==> src/rtl/mwu_pkg.sv <==
package mwu_pkg;

    typedef enum logic [1:0] {
        SRC_NONE = 2'd0,
        SRC_PRIV = 2'd1,
        SRC_EXT  = 2'd2,
        SRC_USER = 2'd3
    } src_e;

    typedef enum logic [1:0] {
        ACT_RUN      = 2'd0,
        ACT_WAIT     = 2'd1,
        ACT_WAIT_IRQ = 2'd2
    } act_e;

    localparam int unsigned FAMILY_COUNT = 2;

    // Tag a wait family must find in the monitor to be allowed to sleep.
    function automatic src_e family_tag(input logic fam);
        return fam ? SRC_EXT : SRC_PRIV;
    endfunction

endpackage

==> src/rtl/mwu_arm_reg.sv <==
module mwu_arm_reg #(
    parameter int unsigned ADDR_W = 32
) (
    input  logic                clk,
    input  logic                rst_n,
    input  logic                load,
    input  logic [ADDR_W-1:0]   load_addr,
    input  mwu_pkg::src_e       load_src,
    input  logic                drop,
    output logic                armed_q,
    output logic [ADDR_W-1:0]   base_q,
    output mwu_pkg::src_e       src_q
);
    import mwu_pkg::*;

    // A load always wins over a drop in the same cycle.
    always_ff @(posedge clk) begin
        if (!rst_n) begin
            armed_q <= 1'b0;
            base_q  <= '0;
            src_q   <= SRC_NONE;
        end else if (load) begin
            armed_q <= 1'b1;
            base_q  <= load_addr;
            src_q   <= load_src;
        end else if (drop) begin
            armed_q <= 1'b0;
            src_q   <= SRC_NONE;
        end
    end

endmodule

==> src/rtl/mwu_line_match.sv <==
module mwu_line_match #(
    parameter int unsigned ADDR_W     = 32,
    parameter int unsigned LEN_W      = 8,
    parameter int unsigned LINE_BYTES = 64
) (
    input  logic              armed,
    input  logic [ADDR_W-1:0] base,
    input  logic              wr_valid,
    input  logic [ADDR_W-1:0] wr_addr,
    input  logic [LEN_W-1:0]  wr_len,
    output logic              hit
);
    localparam int unsigned EXT_W = ADDR_W + 1;
    localparam logic [EXT_W-1:0] LINE_LAST = EXT_W'(LINE_BYTES - 1);

    logic [EXT_W-1:0] win_lo;
    logic [EXT_W-1:0] win_end;
    logic [EXT_W-1:0] wr_lo;
    logic [EXT_W-1:0] wr_end;
    logic             past_end;
    logic             before_base;

    always_comb begin
        win_lo      = {1'b0, base};
        win_end     = win_lo + LINE_LAST;
        wr_lo       = {1'b0, wr_addr};
        wr_end      = wr_lo + EXT_W'(wr_len);
        past_end    = (wr_lo >= win_end);
        before_base = (wr_end <= win_lo);
        hit         = armed && wr_valid && !past_end && !before_base;
    end

endmodule

==> src/rtl/mwu_wait_gate.sv <==
module mwu_wait_gate (
    input  logic          wait_valid,
    input  logic          wait_family,
    input  logic          wait_monless,
    input  logic          armed,
    input  mwu_pkg::src_e src,
    output logic          go,
    output logic          monless_req
);
    import mwu_pkg::*;

    logic [FAMILY_COUNT-1:0] fam_ok;

    // One tag comparator per wait family.
    for (genvar f = 0; f < FAMILY_COUNT; f++) begin : g_fam
        assign fam_ok[f] = armed && (src == family_tag(1'(f)));
    end

    always_comb begin
        monless_req = wait_valid && wait_monless;
        go          = wait_valid && (wait_monless || fam_ok[wait_family]);
    end

endmodule

==> src/rtl/mwu_act_fsm.sv <==
module mwu_act_fsm (
    input  logic           clk,
    input  logic           rst_n,
    input  logic           hit,
    input  logic           irq_unmasked,
    input  logic           irq_break,
    input  logic           wait_go,
    input  logic           wait_hint,
    output mwu_pkg::act_e  state_o,
    output logic           running,
    output logic           cancel_o
);
    import mwu_pkg::*;

    act_e state_q;
    act_e state_d;
    logic cancel_q;

    // State register.
    always_ff @(posedge clk) begin
        if (!rst_n) begin
            state_q  <= ACT_RUN;
            cancel_q <= 1'b0;
        end else begin
            state_q  <= state_d;
            cancel_q <= hit;
        end
    end

    // Next state.
    always_comb begin
        state_d = state_q;
        unique case (state_q)
            ACT_RUN: begin
                if (wait_go && !hit && !irq_unmasked)
                    state_d = wait_hint ? ACT_WAIT_IRQ : ACT_WAIT;
            end
            ACT_WAIT: begin
                if (hit || irq_unmasked)
                    state_d = ACT_RUN;
            end
            ACT_WAIT_IRQ: begin
                if (hit || irq_unmasked || irq_break)
                    state_d = ACT_RUN;
            end
            default: state_d = ACT_RUN;
        endcase
    end

    // Outputs.
    always_comb begin
        state_o  = state_q;
        running  = (state_q == ACT_RUN);
        cancel_o = cancel_q;
    end

endmodule

==> src/rtl/mon_wake_unit.sv <==
module mon_wake_unit #(
    parameter int unsigned ADDR_W     = 32,
    parameter int unsigned LEN_W      = 8,
    parameter int unsigned LINE_BYTES = 64
) (
    input  logic              clk,
    input  logic              rst_n,
    input  logic              arm_valid,
    input  logic [ADDR_W-1:0] arm_addr,
    input  logic [1:0]        arm_src,
    input  logic              snoop_valid,
    input  logic [ADDR_W-1:0] snoop_addr,
    input  logic [LEN_W-1:0]  snoop_len,
    input  logic              mon_clear,
    input  logic              wait_valid,
    input  logic              wait_family,
    input  logic              wait_monless,
    input  logic              wait_hint_irq,
    input  logic              irq_unmasked,
    input  logic              irq_break,
    output logic              armed,
    output logic [1:0]        armed_src,
    output logic [1:0]        act_state,
    output logic              timer_cancel
);
    import mwu_pkg::*;

    logic              arm_load;
    logic              arm_drop;
    logic              armed_q;
    logic [ADDR_W-1:0] base_q;
    src_e              src_q;
    logic              snoop_hit;
    logic              wait_go;
    logic              monless_req;
    logic              running;
    act_e              state;
    logic              cancel;

    assign arm_load = arm_valid && (src_e'(arm_src) != SRC_NONE);
    assign arm_drop = mon_clear || snoop_hit || (monless_req && running);

    mwu_arm_reg #(.ADDR_W(ADDR_W)) u_arm (
        .clk       (clk),
        .rst_n     (rst_n),
        .load      (arm_load),
        .load_addr (arm_addr),
        .load_src  (src_e'(arm_src)),
        .drop      (arm_drop),
        .armed_q   (armed_q),
        .base_q    (base_q),
        .src_q     (src_q)
    );

    mwu_line_match #(
        .ADDR_W     (ADDR_W),
        .LEN_W      (LEN_W),
        .LINE_BYTES (LINE_BYTES)
    ) u_match (
        .armed    (armed_q),
        .base     (base_q),
        .wr_valid (snoop_valid),
        .wr_addr  (snoop_addr),
        .wr_len   (snoop_len),
        .hit      (snoop_hit)
    );

    mwu_wait_gate u_gate (
        .wait_valid   (wait_valid),
        .wait_family  (wait_family),
        .wait_monless (wait_monless),
        .armed        (armed_q),
        .src          (src_q),
        .go           (wait_go),
        .monless_req  (monless_req)
    );

    mwu_act_fsm u_fsm (
        .clk          (clk),
        .rst_n        (rst_n),
        .hit          (snoop_hit),
        .irq_unmasked (irq_unmasked),
        .irq_break    (irq_break),
        .wait_go      (wait_go),
        .wait_hint    (wait_hint_irq),
        .state_o      (state),
        .running      (running),
        .cancel_o     (cancel)
    );

    assign armed        = armed_q;
    assign armed_src    = src_q;
    assign act_state    = state;
    assign timer_cancel = cancel;

endmodule

==> config.mk <==
export PLATFORM = sky130hd
export DESIGN_NAME = mon_wake_unit
export DESIGN_NICKNAME = d
export VERILOG_FILES = /design/src/rtl/mwu_pkg.sv /design/src/rtl/mwu_arm_reg.sv /design/src/rtl/mwu_line_match.sv /design/src/rtl/mwu_wait_gate.sv /design/src/rtl/mwu_act_fsm.sv /design/src/rtl/mon_wake_unit.sv
export SDC_FILE = /design/constraint.sdc
export NUM_CORES = 1
export LEC_CHECK = 0
export ABC_AREA = 1
export ABC_CLOCK_PERIOD_IN_PS = 9240
export BUFFER_PORTS_ARGS = -buffer_cell sky130_fd_sc_hd__buf_2
export CAP_MARGIN = 30
export CORE_UTILIZATION = 35
export CTS_CLUSTER_DIAMETER = 30
export CTS_CLUSTER_SIZE = 40
export DETAILED_ROUTE_END_ITERATION = 6
export PLACE_DENSITY = 0.6
export REMOVE_ABC_BUFFERS = 1
export SKIP_LAST_GASP = 1
export SLEW_MARGIN = 20
export SYNTH_ARGS = -nofsm -noshare
export SYNTH_HDL_FRONTEND = slang
export SYNTH_HIERARCHICAL = 1
export SYNTH_SLANG_ARGS = --single-unit
==> constraint.sdc <==
create_clock -name clk -period 9.24 [get_ports clk]
set_clock_uncertainty 0.2 [all_clocks]
set_input_delay 0.462 -clock clk [delete_from_list [all_inputs] [get_ports clk]]
set_output_delay 0.462 -clock clk [all_outputs]
set_load 0.05 [all_outputs]
==> run metrics, run 1 <==
worst voltage drop across the vdd grid 0.0000562 V; die height 119 um; most instantiated cells after synthesis nand2_1 (143), nor2_1 (122), inv_1 (97); number of global-route vias before repair 4,311; time the final worst path needs with I/O delays and setup 3930 ps; worst min path class input port to flop; Clock Tree Buf Depth 2; proportion of netlist area held by the largest area contributor 19.0%; total count of hold-check failures in the final report 0; number of distinct library cells after synthesis 39; critical path type input port to flop; result of the run complete, no violations; Clock Sink Count 38; area added between synthesis and finish 16.0%; count of unresolved DRC violations after routing 0; routed wire length per instance 13.0 um; via count 4,773; total power density per cell area 115 nW/um^2; peak fanout along the critical path 4; post-detailed-routing wire length 12.9 mm; final std cell area, no fill 5580 sq um; number of violations of the max-capacitance limit 0; violation count after the first detailed-routing iteration 265; placed wire-length estimate 11.0 mm; switching pwr 0.000215 W; core outline area 13,300 sq um; 1st-pass router iterations 5; Reg power frac 29.4%; insertion delay of the later-clocked pin in the worst-skew pair 280 ps; aggregate global-route resource usage 18.3%; Crit path arrival time 3890 ps; Highest Clock Rate 254 MHz; library cell occupying the most area in the post-synthesis netlist ha_1; final weighted congestion in routability-driven placement 0.901; synthesized flop and latch total 38; count of buffers added by post-CTS timing repair for setup 0; part of the Yosys area used for sequential elements 15.8%; Placed Instance Area 5380 sq um; most frequent cell after synthesis nand2_1; net count of the finished layout 977; Post-Syn Area per Cell 6.58 sq um; root buffer cell clkbuf_16; final-report setup violation count 0; summed negative setup slack over all endpoints 0 ps; count of cells resized by post-cts repair 0; clock share of power 34.9%; clock slew at reported path FFs 60 ps; Power Internal 0.000428 W; crit path launch type input port; yosys warns 6; die outline area 14,200 sq um; number of slew-limit violations in the final report 0; pin count of the biggest net entering global routing 37; static power due to leakage 2.74 nW; effective utilization at floorplan 36.1%; final antenna diode count 0; Core Rows 42; sum of overflow across all layers after global routing 0; number of hold-repair buffers added at the cts stage 0; CP required 9200 ps; number of buffer cells added on primary ports 90; first-pass GRT wire length 20.7 mm; H-tree levels 2; post-layout power 0.000643 W; Tightest Pin Transition 522 ps; share of final-layout standard cells stronger than drive strength 1 16.7%; switching share of power 33.5%; number of antenna violations at the first check in global routing 0; instance count of the mapped netlist 732; number of synthesized flops with an enable pin 0; proportion of synthesized flip-flops having asynchronous set or reset 0%; post-route fraction of the period consumed by the critical path 42.5%; total CTS buffers 5; logic gate share of total power 35.7%; post-route ant nets 0; RSZ-0062 raised after global routing false; worst slew margin relative to its limit 65.2%; Area contributors post-synth ha_1 (19%), dfxtp_1 (16%), nand2_1 (11%); critical path capture point type flop; CTS tree yes; die boundary width 119 um; I/O pin total 91; summed instance area of the synthesized netlist 4810 sq um; Primary FF master, synth dfxtp_1; ratio of routed vias to standard cells 4.80
final timing paths:
kind                                      start               end  slack [ps]  depth (start not counted)
worst max register to register  u_arm/base_q[0]     u_arm/armed_q        5460                         25
worst min register to register  u_arm/base_q[1]   u_arm/base_q[1]         300                          2
worst min-delay path               arm_addr[26]  u_arm/base_q[26]         200                          3
worst max-delay path              snoop_addr[0]     u_arm/armed_q        5310                         27
cell families (layout without fill, tap and decap cells):
| kind of cell | count (synthesis) | count (layout) | share of synthesized area, % |
|---|---|---|---|
| flops | 38 | 38 | 15.8 |
| simple gates | 361 | 361 | 33.9 |
| xor+xnor | 56 | 56 | 10.2 |
| compound gates | 92 | 92 | 10.6 |
| buf+inv | 111 | 198 | 10.1 |
| fa+ha+maj | 74 | 74 | 19.4 |
layer usage:
metal / track usage (%) / wire, um / up-vias
met5: 0 / 0 / -
met4: 6.09 / 217 / 0
met3: 1.72 / 680 / 12
met2: 27.0 / 5270 / 121
met1: 27.4 / 6760 / 2087
li1: - / - / 2553
power groups by stage:
stage	logic, W	registers, W	clock network (W)
2_1_floorplan	0.000152	0.000192	0
3_3_place_gp	0.000228	0.000192	0
3_5_place_dp	0.000228	0.000192	0
4_1_cts	0.000230	0.000189	0.000230
5_1_grt	0.000263	0.000191	0.000236
6_report	0.000230	0.000189	0.000225
sequential cells by signal, indices dropped and copies added (netlist names):
name,count
u_fsm/state_o,2
u_arm/src_q,2
u_arm/base_q,32
u_arm/armed_q,1
u_fsm/cancel_o,1
cell type report:
class | count | area, sq um
Multi-Input combinational cell | 583 | 3570
Fill cell | 1463 | 7760
Timing Repair Buffer | 91 | 458
Inverter | 99 | 377
Clock inverter | 2 | 60.1
Clock buffer | 6 | 139
Sequential cell | 38 | 761
Tap cell | 176 | 220
stage by stage:
step,worst slack [ps],utilization [%],instances,hold WS [ps]
floorplan,5720,-,720,263
global placement,5100,40.3,987,279
detailed placement,5050,40.3,987,283
CTS,5320,41.8,995,200
global route,4960,41.8,995,210
finish,5310,41.8,995,202
worst max-delay path: stages:
cell     delay, ps
buf_2           90
ha_1           160
inv_1           50
fa_1           390
inv_1           70
nand2_1         50
nand2_1         80
nand3_1        100
a21oi_1        430
nand2_1        140
xnor2_1        150
ha_1           290
nand2_1         50
nor2_1         180
nand4_1        140
inv_1           80
nand4_1        130
inv_1           80
nand2_1         50
nand2_1         60
nor2_1          40
nor2_1         270
nor2_1          80
nand2_1         80
nor2_2          50
nand2_1         90
a21oi_2         50
placed cells by master, fill, tap and decap left out, types with 2 or more instances in the layout:
| cell type | instances |
|---|---|
| dfxtp_1 | 38 |
| nand3_2 | 2 |
| bufinv_16 | 2 |
| a31oi_1 | 3 |
| nor4_1 | 3 |
| clkbuf_16 | 5 |
| buf_2 | 90 |
| inv_1 | 97 |
| nor3_4 | 2 |
| nand3_1 | 24 |
| nand2_2 | 8 |
| a21o_1 | 6 |
| xor2_1 | 43 |
| xnor2_1 | 13 |
| nand2_1 | 143 |
| o21ai_2 | 2 |
| a21oi_1 | 34 |
| nor2_4 | 4 |
| o21ai_0 | 42 |
| nor3_1 | 17 |
| ha_1 | 73 |
| nand4_1 | 19 |
| nor3_2 | 5 |
| nor2_2 | 8 |
| nor2_1 | 121 |
No activity file was read; power rests on OpenSTA's default activity.
==> run 2, diff against run 1 <==
--- a/config.mk
+++ b/config.mk
@@ -6,7 +6,7 @@
 export NUM_CORES = 1
 export LEC_CHECK = 0
 export ABC_AREA = 1
-export ABC_CLOCK_PERIOD_IN_PS = 9240
+export ABC_CLOCK_PERIOD_IN_PS = 3700
 export BUFFER_PORTS_ARGS = -buffer_cell sky130_fd_sc_hd__buf_2
 export CAP_MARGIN = 30
 export CORE_UTILIZATION = 35
==> constraint.sdc (replaced) <==
create_clock -name clk -period 3.7 [get_ports clk]
set_clock_uncertainty 0.2 [all_clocks]
set_input_delay 0.185 -clock clk [delete_from_list [all_inputs] [get_ports clk]]
set_output_delay 0.185 -clock clk [all_outputs]
set_load 0.05 [all_outputs]
==> run metrics, run 2 (same netlist as run 1, synthesis figures left out) <==
critical path capture point type flop; logic gate share of total power 37.9% (+2.2 points); Clock Sink Count 38 (unchanged); static power due to leakage 2.99 nW (+9.4%); Reg power frac 28.6% (-0.8 points); clock slew at reported path FFs 60 ps (about the same); largest reg by FF count u_arm/base_q; number of slew-limit violations in the final report 0 (unchanged); summed negative setup slack over all endpoints 0 ps (unchanged); reg2reg end u_arm/armed_q; post-placement cell count 992 (+0.51%); routed wire length per instance 12.8 um (-1.5%); pin count of the biggest net entering global routing 36 (-2.7%); first-pass GRT wire length 22.2 mm (+7.2%); crit path launch type flop; setup slack, reg-to-reg 220 ps (-5240 ps); Clock Tree Buf Depth 2 (unchanged); number of violations of the max-capacitance limit 0 (unchanged); CP required 3720 ps (-5480 ps); count of unresolved DRC violations after routing 0 (unchanged); insertion delay of the later-clocked pin in the worst-skew pair 280 ps (about the same); worst hold slack 73.2 ps (-129 ps); core outline area 13,300 sq um (unchanged); post-detailed-routing wire length 13.4 mm (+3.8%); sum of overflow across all layers after global routing 0 (unchanged); die height 119 um (unchanged); critical path type flop to flop; most frequent standard cell in the layout excluding fill and tap cells nand2_1; Worst Hold End u_arm/src_q[0]; post-route ant nets 0 (unchanged); final weighted congestion in routability-driven placement 0.863 (-4.2%); worst slew margin relative to its limit 53.5% (-12 points); final antenna diode count 0 (unchanged); Power Internal 0.00109 W (+160%); CTS tree yes; root buffer cell clkbuf_16; I/O pin total 91 (unchanged); number of global-route vias before repair 4,749 (+10%); Filler cells 1,436 (-1.8%); final-report setup violation count 0 (unchanged); via count 4,927 (+3.2%); number of antenna violations at the first check in global routing 0 (unchanged); area added between synthesis and finish 28.6%; Tightest Pin Transition 696 ps (+174 ps); violation count after the first detailed-routing iteration 252 (-4.9%); worst voltage drop across the vdd grid 0.000355 V (+530%); Highest Clock Rate 288 MHz; RSZ-0062 raised after global routing true; Hold Startpoint mon_clear; switching pwr 0.000560 W (+160%); Final Util 46.4% (+4.5 points); ratio of routed vias to standard cells 4.70 (-2.1%); result of the run complete, no violations; effective utilization at floorplan 36.1% (unchanged); 1st-pass router iterations 5 (unchanged); launching point of the worst reg2reg path u_arm/base_q[0]; final cell count without fillers 1,049 (+5.4%); placed wire-length estimate 10.9 mm (-0.53%); Crit path arrival time 3490 ps (-400 ps); die outline area 14,200 sq um (unchanged); total CTS buffers 5 (unchanged); Core Rows 42 (unchanged); worst r2r path cells 26 (+4.0%); switching share of power 33.8% (+0.35 points); Placed Instance Area 5420 sq um (+0.70%); peak fanout along the critical path 4 (unchanged); Max stage delay on crit path 370 ps (-60 ps); post-route fraction of the period consumed by the critical path 93.9%; net count of the finished layout 1,031 (+5.5%); final std cell area, no fill 6190 sq um (+11%); die boundary width 119 um (unchanged); H-tree levels 2 (unchanged); total power density per cell area 267 nW/um^2 (+130%); clock share of power 33.4% (-1.5 points); share of final-layout standard cells stronger than drive strength 1 20.3% (+3.5 points); number of cells on the worst hold path 6 (+3); number of buffer cells added on primary ports 90 (unchanged); total count of hold-check failures in the final report 0 (unchanged); time the final worst path needs with I/O delays and setup 3480 ps; commonest non-fill, non-tap cells in the layout nand2_1 (141), nor2_1 (116), inv_1 (93); aggregate global-route resource usage 19.4% (+1.1 points); worst min path class input port to flop; flip-flop count of the largest register, all copies and words added 32 (unchanged); Critical Path Slowest Stage Cell dfxtp_4
-- run 2: layer usage --
metal / up-vias / wire length [um] / global-route usage (%) / share of wire, %
met4: 0 / 140 / 4.35 / 1.0
li1: 2651 / - / - / -
met2: 95 / 5880 / 31.5 / 44
met5: - / 0 / 0 / 0
met1: 2174 / 6940 / 27.7 / 52
met3: 7 / 462 / 1.34 / 3.4
-- run 2: worst max path at each step --
stage,from,endpoint,depth (start not counted)
floorplan,u_arm/base_q[0],u_arm/armed_q,25
detailed placement,snoop_addr[0],u_arm/src_q[1],27
CTS,u_arm/base_q[0],u_arm/armed_q,25
global placement,snoop_addr[0],u_arm/armed_q,27
finish,u_arm/base_q[0],u_arm/armed_q,26
global route,u_arm/base_q[0],u_arm/armed_q,26
-- run 2: critical path: cells and delay by family, from the launching register on --
kind            cells  cell delay (ps)
simple gates       18             1600
compound gates      3              470
fa+ha+maj           2              460
flops               1              370
xor+xnor            1              160
buf+inv             2              130
-- run 2: final cells by class --
class	instances	area (sq um)	share of cell area [%]
multi-input cells	583	3670	59.3
clock buffers	5	125	2.02
inverters	99	384	6.21
clock inverters	3	68.8	1.11
flip-flops and latches	38	767	12.4
repair buffers	145	956	15.4
well taps	176	220	3.56
-- run 2: per-stage QoR --
stage               power (W)  setup slack [ps]
floorplan            0.000858               426
global placement      0.00105              -239
detailed placement    0.00105              -272
CTS                   0.00164              6.34
global route          0.00178              -132
finish                0.00165               225
-- run 2: power by group through the flow --
stage	sequential, W	combinational [W]	clock (W)
global placement	0.000479	0.000571	0
detailed placement	0.000480	0.000571	0
global route	0.000479	0.000726	0.000580
floorplan	0.000478	0.000380	0
CTS	0.000471	0.000605	0.000568
finish	0.000474	0.000628	0.000553
-- run 2: repair_timing --
action | in CTS | in global routing
hold endpoints to repair | 36 | 0
hold buffers | 37 | 0
resized for setup | 1 | 33
pin swaps | 0 | 16
setup endpoints to repair | 5 | 6
setup buffers | 0 | 12
==> run 3, diff against run 2 <==
--- a/config.mk
+++ b/config.mk
@@ -13,6 +13,7 @@
 export CTS_CLUSTER_DIAMETER = 30
 export CTS_CLUSTER_SIZE = 40
 export DETAILED_ROUTE_END_ITERATION = 6
+export MAX_ROUTING_LAYER = met4
 export PLACE_DENSITY = 0.6
 export REMOVE_ABC_BUFFERS = 1
 export SKIP_LAST_GASP = 1
==> run metrics, run 3 (same netlist as run 1, synthesis figures left out) <==
root buffer cell clkbuf_16; static power due to leakage 2.96 nW (-1.2%); switching pwr 0.000570 W (+1.8%); total count of hold-check failures in the final report 0 (unchanged); Power Internal 0.00109 W (-0.18%); post-route ant nets 0 (unchanged); Filler cells 1,443 (+0.49%); number of cells on the worst hold path 6 (unchanged); die boundary width 119 um (unchanged); Core Rows 42 (unchanged); Highest Clock Rate 292 MHz (+1.3%); area added between synthesis and finish 27.5%; H-tree levels 2 (unchanged); number of global-route vias before repair 4,697 (-1.1%); number of buffer cells added on primary ports 90 (unchanged); most frequent standard cell in the layout excluding fill and tap cells nand2_1; worst min path class input port to flop; CP required 3670 ps (-50 ps); placed wire-length estimate 11.0 mm (+1.1%); number of slew-limit violations in the final report 0 (unchanged); Clock Tree Buf Depth 2 (unchanged); worst slew margin relative to its limit 40.0% (-14 points); total CTS buffers 5 (unchanged); post-route fraction of the period consumed by the critical path 92.7% (-1.2 points); count of unresolved DRC violations after routing 0 (unchanged); Hold Startpoint mon_clear; insertion delay of the later-clocked pin in the worst-skew pair 290 ps (about the same); pin count of the biggest net entering global routing 36 (unchanged); core outline area 13,300 sq um (unchanged); worst r2r path cells 25 (-3.8%); Reg power frac 28.5% (about the same); ratio of routed vias to standard cells 4.76 (+1.4%); sum of overflow across all layers after global routing 0 (unchanged); critical path type flop to flop; largest reg by FF count u_arm/base_q; critical path capture point type flop; die height 119 um (unchanged); aggregate global-route resource usage 20.1% (+0.76 points); post-detailed-routing wire length 13.6 mm (+1.3%); Worst Hold End u_arm/src_q[1]; effective utilization at floorplan 36.1% (unchanged); flip-flop count of the largest register, all copies and words added 32 (unchanged); time the final worst path needs with I/O delays and setup 3430 ps (-44.9 ps); reg2reg end u_arm/src_q[0]; peak fanout along the critical path 4 (unchanged); crit path launch type flop; commonest non-fill, non-tap cells in the layout nand2_1 (141), nor2_1 (116), inv_1 (94); result of the run complete, no violations; 1st-pass router iterations 4 (-1); I/O pin total 91 (unchanged); final-report setup violation count 0 (unchanged); violation count after the first detailed-routing iteration 263 (+4.4%); die outline area 14,200 sq um (unchanged); launching point of the worst reg2reg path u_arm/base_q[0]; share of final-layout standard cells stronger than drive strength 1 19.7% (-0.60 points); final weighted congestion in routability-driven placement 0.944 (+9.4%); number of antenna violations at the first check in global routing 0 (unchanged); first-pass GRT wire length 22.4 mm (+0.74%); net count of the finished layout 1,027 (-0.39%); Clock Sink Count 38 (unchanged); number of violations of the max-capacitance limit 0 (unchanged); Crit path arrival time 3400 ps (-90 ps); clock slew at reported path FFs 60 ps (about the same); Tightest Pin Transition 899 ps (+203 ps); logic gate share of total power 37.9% (about the same); switching share of power 34.3% (+0.44 points); clock share of power 33.6% (+0.2 points); worst voltage drop across the vdd grid 0.000220 V (-38%); final antenna diode count 0 (unchanged); post-placement cell count 992 (unchanged); total power density per cell area 271 nW/um^2 (+1.4%); setup slack, reg-to-reg 270 ps (+40 ps); CTS tree yes; summed negative setup slack over all endpoints 0 ps (unchanged); via count 4,978 (+1.0%); routed wire length per instance 13.0 um (+1.6%); final cell count without fillers 1,045 (-0.38%)
## run 3: cell type report
type	count	area, sq um	share of cell area [%]
clock buffers	5	125	2.04
clock inverters	3	68.8	1.12
inverters	99	382	6.22
multi-input cells	583	3650	59.5
flip-flops and latches	38	766	12.5
well taps	176	220	3.59
repair buffers	141	926	15.1
## run 3: how the worst max path moves through the flow
stage	from	end	cells past startpoint
floorplan	u_arm/base_q[0]	u_arm/armed_q	25
CTS	u_arm/base_q[0]	u_arm/armed_q	25
finish	u_arm/base_q[0]	u_arm/src_q[0]	25
global route	u_arm/base_q[0]	u_arm/src_q[0]	26
detailed placement	snoop_addr[0]	u_arm/armed_q	25
global placement	snoop_addr[0]	u_arm/armed_q	27
## run 3: critical path: stages (launching register included)
cell     delay [ps]
dfxtp_2         360
inv_4            60
ha_4            160
nand2_2          80
nor2_4           50
a21oi_4         170
nand2_2          90
nor2_4          150
buf_4           120
nand3_1          70
xor2_1          260
ha_1            300
a21oi_1         180
o21ai_0         120
a21oi_1         140
nand2_1          60
nand2_1          50
nand2_1          60
nand2_1          70
nand2_1          80
nor2_4          140
nor2_1           50
nand2_1          70
nor2_2           50
nand2_1         120
a21oi_2          60
## run 3: through the flow
stage / util, % / total power [W] / worst slack (ps) / hold WS (ps) / instance area [sq um]
after floorplan: - / 0.000858 / 426 / 82.6 / 4700
after global placement: 40.6 / 0.00106 / -18.3 / 208 / 5420
after detailed placement: 40.6 / 0.00106 / -114 / 211 / 5420
after CTS: 44.9 / 0.00165 / 58.3 / 52.0 / 5990
after global routing: 46.0 / 0.00178 / -67.8 / 111 / 6140
final: 46.0 / 0.00166 / 269 / 75.6 / 6140
## run 3: power groups by stage
stage               Combinational, W  Sequential (W)  Clock (W)
detailed placement          0.000578        0.000480          0
finish                      0.000630        0.000474   0.000558
global placement            0.000576        0.000479          0
CTS                         0.000612        0.000471   0.000568
floorplan                   0.000380        0.000478          0
global route                0.000722        0.000479   0.000581
## run 3: timing repair
action | CTS | global route
buffers inserted | 0 | 8
resized for setup | 1 | 27
hold buffers | 37 | 0
pin swaps | 0 | 16
endpoints found under the setup margin | 3 | 5
endpoints found under the hold margin | 36 | 0
## run 3: metal layers
metal / vias up / GRT usage (%) / wire length [um]
met2: 119 / 30.6 / 5810
met4: 0 / 6.72 / 333
met3: 17 / 1.92 / 601
met1: 2195 / 27.8 / 6840
li1: 2647 / - / -
met5: - / - / 0
